--- config.mk ---
export PLATFORM = sky130hd
export DESIGN_NAME = dual_edge_capture
export DESIGN_NICKNAME = d
export VERILOG_FILES = /design/src/rtl/dcap_pkg.sv /design/src/rtl/dcap_edge_path.sv /design/src/rtl/dcap_merge_read.sv /design/src/rtl/dual_edge_capture.sv
export SDC_FILE = /design/constraint.sdc
export NUM_CORES = 2
export LEC_CHECK = 0
export BUFFER_PORTS_ARGS = -buffer_cell sky130_fd_sc_hd__buf_2
export CAP_MARGIN = 10
export CORE_UTILIZATION = 50
export CTS_CLUSTER_DIAMETER = 200
export DETAILED_ROUTE_END_ITERATION = 8
export PLACE_DENSITY = 0.65
export RECOVER_POWER = 50
export SLEW_MARGIN = 20
export SYNTH_ARGS = -nofsm -noshare
export SYNTH_HDL_FRONTEND = slang
export SYNTH_SLANG_ARGS = --single-unit
--- constraint.sdc ---
create_clock -name clk -period 2.9 [get_ports clk]
set_input_delay 0.145 -clock clk [delete_from_list [all_inputs] [get_ports clk]]
set_output_delay 0.145 -clock clk [all_outputs]
set_load 0.05 [all_outputs]
--- src/rtl/dcap_pkg.sv ---
package dcap_pkg;

    // Which clock edge a capture path stores on.
    typedef enum logic {
        EDGE_RISE = 1'b0,
        EDGE_FALL = 1'b1
    } edge_sel_e;

    // Burst control state, registered on the rising edge.
    typedef enum logic [1:0] {
        RUN_IDLE = 2'd0,
        RUN_BUSY = 2'd1,
        RUN_DONE = 2'd2
    } run_state_e;

    typedef struct packed {
        run_state_e st;
        logic       launch;
    } ctrl_t;

endpackage

--- src/rtl/dcap_edge_path.sv ---
module dcap_edge_path
    import dcap_pkg::*;
#(
    parameter int        DEPTH  = 100,
    parameter int        DATA_W = 8,
    parameter edge_sel_e EDGE   = EDGE_RISE,
    localparam int       CNT_W  = $clog2(DEPTH)
) (
    input  logic              clk,
    input  logic              rst_n,
    input  logic              launch,
    input  logic [DATA_W-1:0] din,
    input  logic [CNT_W-1:0]  rd_addr,
    output logic [DATA_W-1:0] rd_data,
    output logic              full
);

    localparam logic [CNT_W-1:0] LAST = CNT_W'(DEPTH - 1);
    localparam logic [CNT_W-1:0] ONE  = CNT_W'(1);

    typedef struct packed {
        logic [CNT_W-1:0] cnt;
        logic             armed;
        logic             busy;
        logic             full;
    } path_t;

    path_t             path_d, path_q;
    logic              mem_we;
    logic [CNT_W-1:0]  mem_wa;
    logic [DATA_W-1:0] mem [DEPTH];

    // Next-state: the falling path inserts one arm stage so that its first
    // capture lands after the rising path's first capture.
    always_comb begin
        path_d = path_q;
        mem_we = 1'b0;
        mem_wa = path_q.cnt;
        if (launch && !path_q.busy && !path_q.armed) begin
            path_d.full = 1'b0;
            path_d.cnt  = '0;
            if (EDGE == EDGE_FALL) begin
                path_d.armed = 1'b1;
            end else begin
                mem_we      = 1'b1;
                mem_wa      = '0;
                path_d.busy = 1'b1;
                path_d.cnt  = ONE;
            end
        end else if (path_q.armed) begin
            path_d.armed = 1'b0;
            path_d.busy  = 1'b1;
            mem_we       = 1'b1;
            mem_wa       = '0;
            path_d.cnt   = ONE;
        end else if (path_q.busy) begin
            mem_we = 1'b1;
            mem_wa = path_q.cnt;
            if (path_q.cnt == LAST) begin
                path_d.busy = 1'b0;
                path_d.full = 1'b1;
                path_d.cnt  = '0;
            end else begin
                path_d.cnt = path_q.cnt + ONE;
            end
        end
    end

    generate
        if (EDGE == EDGE_RISE) begin : g_rise
            always_ff @(posedge clk or negedge rst_n) begin
                if (!rst_n) path_q <= '0;
                else        path_q <= path_d;
            end
            always_ff @(posedge clk) begin
                if (rst_n && mem_we) mem[mem_wa] <= din;
            end
        end else begin : g_fall
            always_ff @(negedge clk or negedge rst_n) begin
                if (!rst_n) path_q <= '0;
                else        path_q <= path_d;
            end
            always_ff @(negedge clk) begin
                if (rst_n && mem_we) mem[mem_wa] <= din;
            end
        end
    endgenerate

    assign rd_data = ({1'b0, rd_addr} < (CNT_W+1)'(DEPTH)) ? mem[rd_addr] : '0;
    assign full    = path_q.full;

endmodule

--- src/rtl/dcap_merge_read.sv ---
module dcap_merge_read #(
    parameter int  DEPTH  = 100,
    parameter int  DATA_W = 8,
    localparam int IDX_W  = $clog2(2 * DEPTH),
    localparam int CNT_W  = $clog2(DEPTH)
) (
    input  logic [IDX_W-1:0]  rd_idx,
    output logic [CNT_W-1:0]  slot,
    input  logic [DATA_W-1:0] rise_data,
    input  logic [DATA_W-1:0] fall_data,
    output logic [DATA_W-1:0] rd_data
);

    logic in_range;

    // Index bit 0 picks the edge; the remaining bits pick the slot.
    assign slot     = rd_idx[IDX_W-1:1];
    assign in_range = {1'b0, rd_idx} < (IDX_W+1)'(2 * DEPTH);

    always_comb begin
        if (!in_range)      rd_data = '0;
        else if (rd_idx[0]) rd_data = fall_data;
        else                rd_data = rise_data;
    end

endmodule

--- src/rtl/dual_edge_capture.sv ---
module dual_edge_capture
    import dcap_pkg::*;
#(
    parameter int  DEPTH  = 100,
    parameter int  DATA_W = 8,
    localparam int IDX_W  = $clog2(2 * DEPTH),
    localparam int CNT_W  = $clog2(DEPTH)
) (
    input  logic              clk,
    input  logic              rst_n,
    input  logic              start,
    input  logic [DATA_W-1:0] din,
    input  logic [IDX_W-1:0]  rd_idx,
    output logic [DATA_W-1:0] rd_data,
    output logic              done
);

    ctrl_t             ctrl_d, ctrl_q;
    logic              rise_full, fall_full;
    logic              launch;
    logic [CNT_W-1:0]  slot;
    logic [DATA_W-1:0] rise_data, fall_data;

    // Control: accept a start only when idle or finished; finish once both
    // paths report full.
    always_comb begin
        ctrl_d        = ctrl_q;
        ctrl_d.launch = 1'b0;
        case (ctrl_q.st)
            RUN_IDLE, RUN_DONE: begin
                if (start) begin
                    ctrl_d.st     = RUN_BUSY;
                    ctrl_d.launch = 1'b1;
                end
            end
            RUN_BUSY: begin
                if (rise_full && fall_full) ctrl_d.st = RUN_DONE;
            end
            default: ctrl_d.st = RUN_IDLE;
        endcase
    end

    always_ff @(posedge clk or negedge rst_n) begin
        if (!rst_n) ctrl_q <= '{st: RUN_IDLE, launch: 1'b0};
        else        ctrl_q <= ctrl_d;
    end

    assign launch = ctrl_q.launch;
    assign done   = (ctrl_q.st == RUN_DONE);

    dcap_edge_path #(
        .DEPTH (DEPTH),
        .DATA_W(DATA_W),
        .EDGE  (EDGE_RISE)
    ) u_rise (
        .clk    (clk),
        .rst_n  (rst_n),
        .launch (launch),
        .din    (din),
        .rd_addr(slot),
        .rd_data(rise_data),
        .full   (rise_full)
    );

    dcap_edge_path #(
        .DEPTH (DEPTH),
        .DATA_W(DATA_W),
        .EDGE  (EDGE_FALL)
    ) u_fall (
        .clk    (clk),
        .rst_n  (rst_n),
        .launch (launch),
        .din    (din),
        .rd_addr(slot),
        .rd_data(fall_data),
        .full   (fall_full)
    );

    dcap_merge_read #(
        .DEPTH (DEPTH),
        .DATA_W(DATA_W)
    ) u_merge (
        .rd_idx   (rd_idx),
        .slot     (slot),
        .rise_data(rise_data),
        .fall_data(fall_data),
        .rd_data  (rd_data)
    );

endmodule

==> flow_metrics.tcl <==
set metrics [dict create \
    die_w_um 360 \
    synth_area_leaders "edfxtp_1, mux4_2, mux2i_1" \
    fin_nets 4592 \
    layout-drive-gt1-share_pct 28.9 \
    critical_path_required_ps 2760 \
    synth_top_area_share_pct 75.2 \
    hold_path_class "in -> reg" \
    critical_path_class "reg -> out" \
    violations "max-capacitance violations, max-slew violations, negative setup slack" \
    yosysTopAreaCell "edfxtp_1" \
    fp-row-count 130 \
    p_leak_nw 29.7 \
    syn_inst 3172 \
    drt-initial-drc-count 4330 \
    clock-sinks 1622 \
    dr.pass1.iters 5 \
    crit_family "multiplexers" \
    status "finished with violations" \
    crit_arrival_ps 4590 \
    grt_pass1_vias 40000 \
    fp.dieArea_um2 129000 \
    die_h_um 360 \
    pwr_density_cell_nw_per_um2 717 \
    fill_cells 8586 \
    grt_overflow_total 0 \
    wl_per_cell_um 27.1 \
    synth_warnings 0 \
    hold_ws_ps 259 \
    final_core_util_pct 63.5 \
    netlist_top_cells_count "edfxtp_1, mux4_2, nor2_1" \
    ant_nets 0 \
    cts_max_path_buffers 3 \
    portBuffers 27 \
    ir_drop_v 0.000710 \
    vias 37500 \
    ys_seq_area_share_pct 76.0 \
    dp_hpwl_mm 111 \
    crit_buf_inv 2 \
    grt_setup_unrepaired "true" \
    critPathCaptureType "output port" \
    crit_path_max_incr_delay_ps 550 \
    synth_cell_types 72 \
    crit_fanout 1 \
    synth-edff-count 1600 \
    area_growth_pct 25.3 \
    multi_input_area_um2 14800 \
    syn-cell-area_um2 63900 \
    clk_latency_ps 790 \
    antenna_found_initial 1 \
    skew_ps 78.2 \
    slew_violations 430 \
    grt_start_max_net_pins 85 \
    maxCapViolCount 9 \
    grt_first_pass_wirelength_mm 252 \
    regArea_um2 48600 \
    cts_htree_levels 4 \
    setup_slack_ps -1840 \
    postPlaceCellArea_um2 71500 \
    maxSlewHeadroom_pct -105 \
    drcViolationCount 0 \
    viasPerCell 5.91 \
    initial_core_util_pct 50.6 \
    wl_mm 172 \
    startpoint_type "register" \
    clk_pin_slew_ps 60 \
    coreArea_um2 126000 \
    cts_buffers 167 \
    pin_count 28 \
    syn-num-nets 3193 \
    syn_avg_cell_area_um2 20.2 \
    cp_slowest_cell "mux4_2" \
    ys_seq_elements 1622 \
    postCtsSetupRepairBufs 0 \
    worst_pin_slew_ps 3070 \
    fin_area_um2 80100 \
    root_buffer "clkbuf_16" \
    synth_flop_cell "edfxtp_1" \
    cts_tree "built" \
    synthArstFlopShare_pct 1.36 \
    path_cells "mux4_2 > mux4_2 > nor2_2 > a311oi_1 > buf_4 > a211oi_4 > a211oi_4 > buf_12" \
    tns_ps -488190 \
    final-setup-viol-count 1249 \
    yosysMostFrequentCell "edfxtp_1" \
    gp_congestion 0.888 \
    grtUsageTotal_pct 26.9 \
    hold_viol 0 \
]
## worst reg2reg max path, cell delays in order, from the launching register on
cell,delay (ps)
dfrtp_1,450
clkbuf_1,390
nor2_1,150
a21oi_1,160
o21ai_0,90
## final cells by class
class	instances	share of cell area, %
inverters	12	0.0594
clock inverters	904	4.96
clock buffers	195	5.60
repair buffers	621	7.70
flip-flops and latches	1622	60.7
multi-input cells	1347	18.4
well taps	1650	2.58
diodes	1	0.00312
## per-stage QoR
step                      power (mW)  std cells  setup WS, ps
after global placement          33.4       5249         -1820
after detailed placement        33.6       5249         -1690
after floorplan                 31.1       3172          -549
final                           57.4       6352         -1840
after CTS                       57.9       6351         -1920
after global routing            59.8       6351         -1920
## what timing repair did
item,in CTS,in global routing
pin swaps,15,12
hold endpoints to repair,158,0
setup endpoints to repair,9,8
hold buffers,8,0
resized for setup,51,18
## final timing paths
check	depth (start not counted)	endpoint	from	slack, ps
worst max register to register	4	u_fall.path_q[3]$_DFFE_NN0P_	launch$_DFF_PN0_	-30
min in group asynchronous	3	u_rise.path_q[8]$_DFFE_PN0N_	rst_n	720
worst min register to register	1	ctrl_q[2]$_DFFE_PN0P_	ctrl_q[2]$_DFFE_PN0P_	450
worst min-delay path	4	ctrl_q[2]$_DFFE_PN0P_	start	260
worst max-delay path	8	rd_data[1]	u_fall.mem[2][1]$_DFFE_NP_	-1840
max in group asynchronous	3	u_fall.path_q[5]$_DFFE_NN0P_	rst_n	-110
## routing by layer
metal  share of wire, %  track usage [%]
met1                 40             36.9
met2                 48             42.0
met3                9.0             6.48
met4                2.6             10.3
met5                  0                0
## power breakdown
| part | total, mW | switching [mW] | internal [mW] | leakage, nW |
|---|---|---|---|---|
| sequential | 26.6 | 0.269 | 26.4 | 14.7 |
| combinational | 5.07 | 3.24 | 1.83 | 8.16 |
| clock | 25.7 | 11.9 | 13.9 | 6.91 |
## cell usage in the layout (no fill, tap or decap), types with 9 or more instances in the layout
cell type / netlist / routed
dfrtn_1: 10 / 10
a211oi_1: 23 / 14
a21oi_1: 72 / 66
dfrtp_1: 12 / 12
buf_4: 21 / 436
o21ai_1: 6 / 13
nand4_1: 9 / 9
nor2_4: 0 / 9
o21ai_0: 48 / 37
o221ai_1: 30 / 30
nand2_1: 117 / 114
a221oi_1: 45 / 37
edfxtp_1: 1600 / 1600
clkinvlp_2: 0 / 20
nand3_1: 32 / 32
nand2b_1: 11 / 11
nor2_2: 0 / 80
inv_1: 11 / 822
clkbuf_1: 69 / 34
nor2_1: 246 / 157
nor2b_1: 24 / 21
bufinv_16: 0 / 15
a221oi_2: 3 / 10
nor3_1: 14 / 9
mux2_2: 16 / 16
mux2i_1: 174 / 172
mux4_2: 331 / 332
clkinv_1: 0 / 18
o22ai_1: 25 / 25
clkbuf_16: 0 / 175
buf_12: 9 / 127
clkbuf_2: 1 / 16
clkinv_2: 0 / 12
## kinds of logic (layout without fill, tap and decap cells)
logic type / count (synthesis) / count (layout) / synth area share, %
buf+inv: 203 / 1732 / 2.10
mux: 527 / 527 / 14.9
simple gates: 490 / 490 / 3.32
other cells: 0 / 1 / 0
xor+xnor: 7 / 7 / 0.0959
flops: 1622 / 1622 / 76.0
compound gates: 321 / 321 / 3.50
fa+ha+maj: 2 / 2 / 0.0391
## flip-flops by register name, summed over array words and instances (netlist names)
name / flops
ctrl_q: 2
u_rise.mem: 800
u_rise.path_q: 8
u_fall.mem: 800
u_fall.path_q: 9
launch: 1
u_rise.full: 1
u_fall.full: 1
No activity file was read; power rests on OpenSTA's default activity.
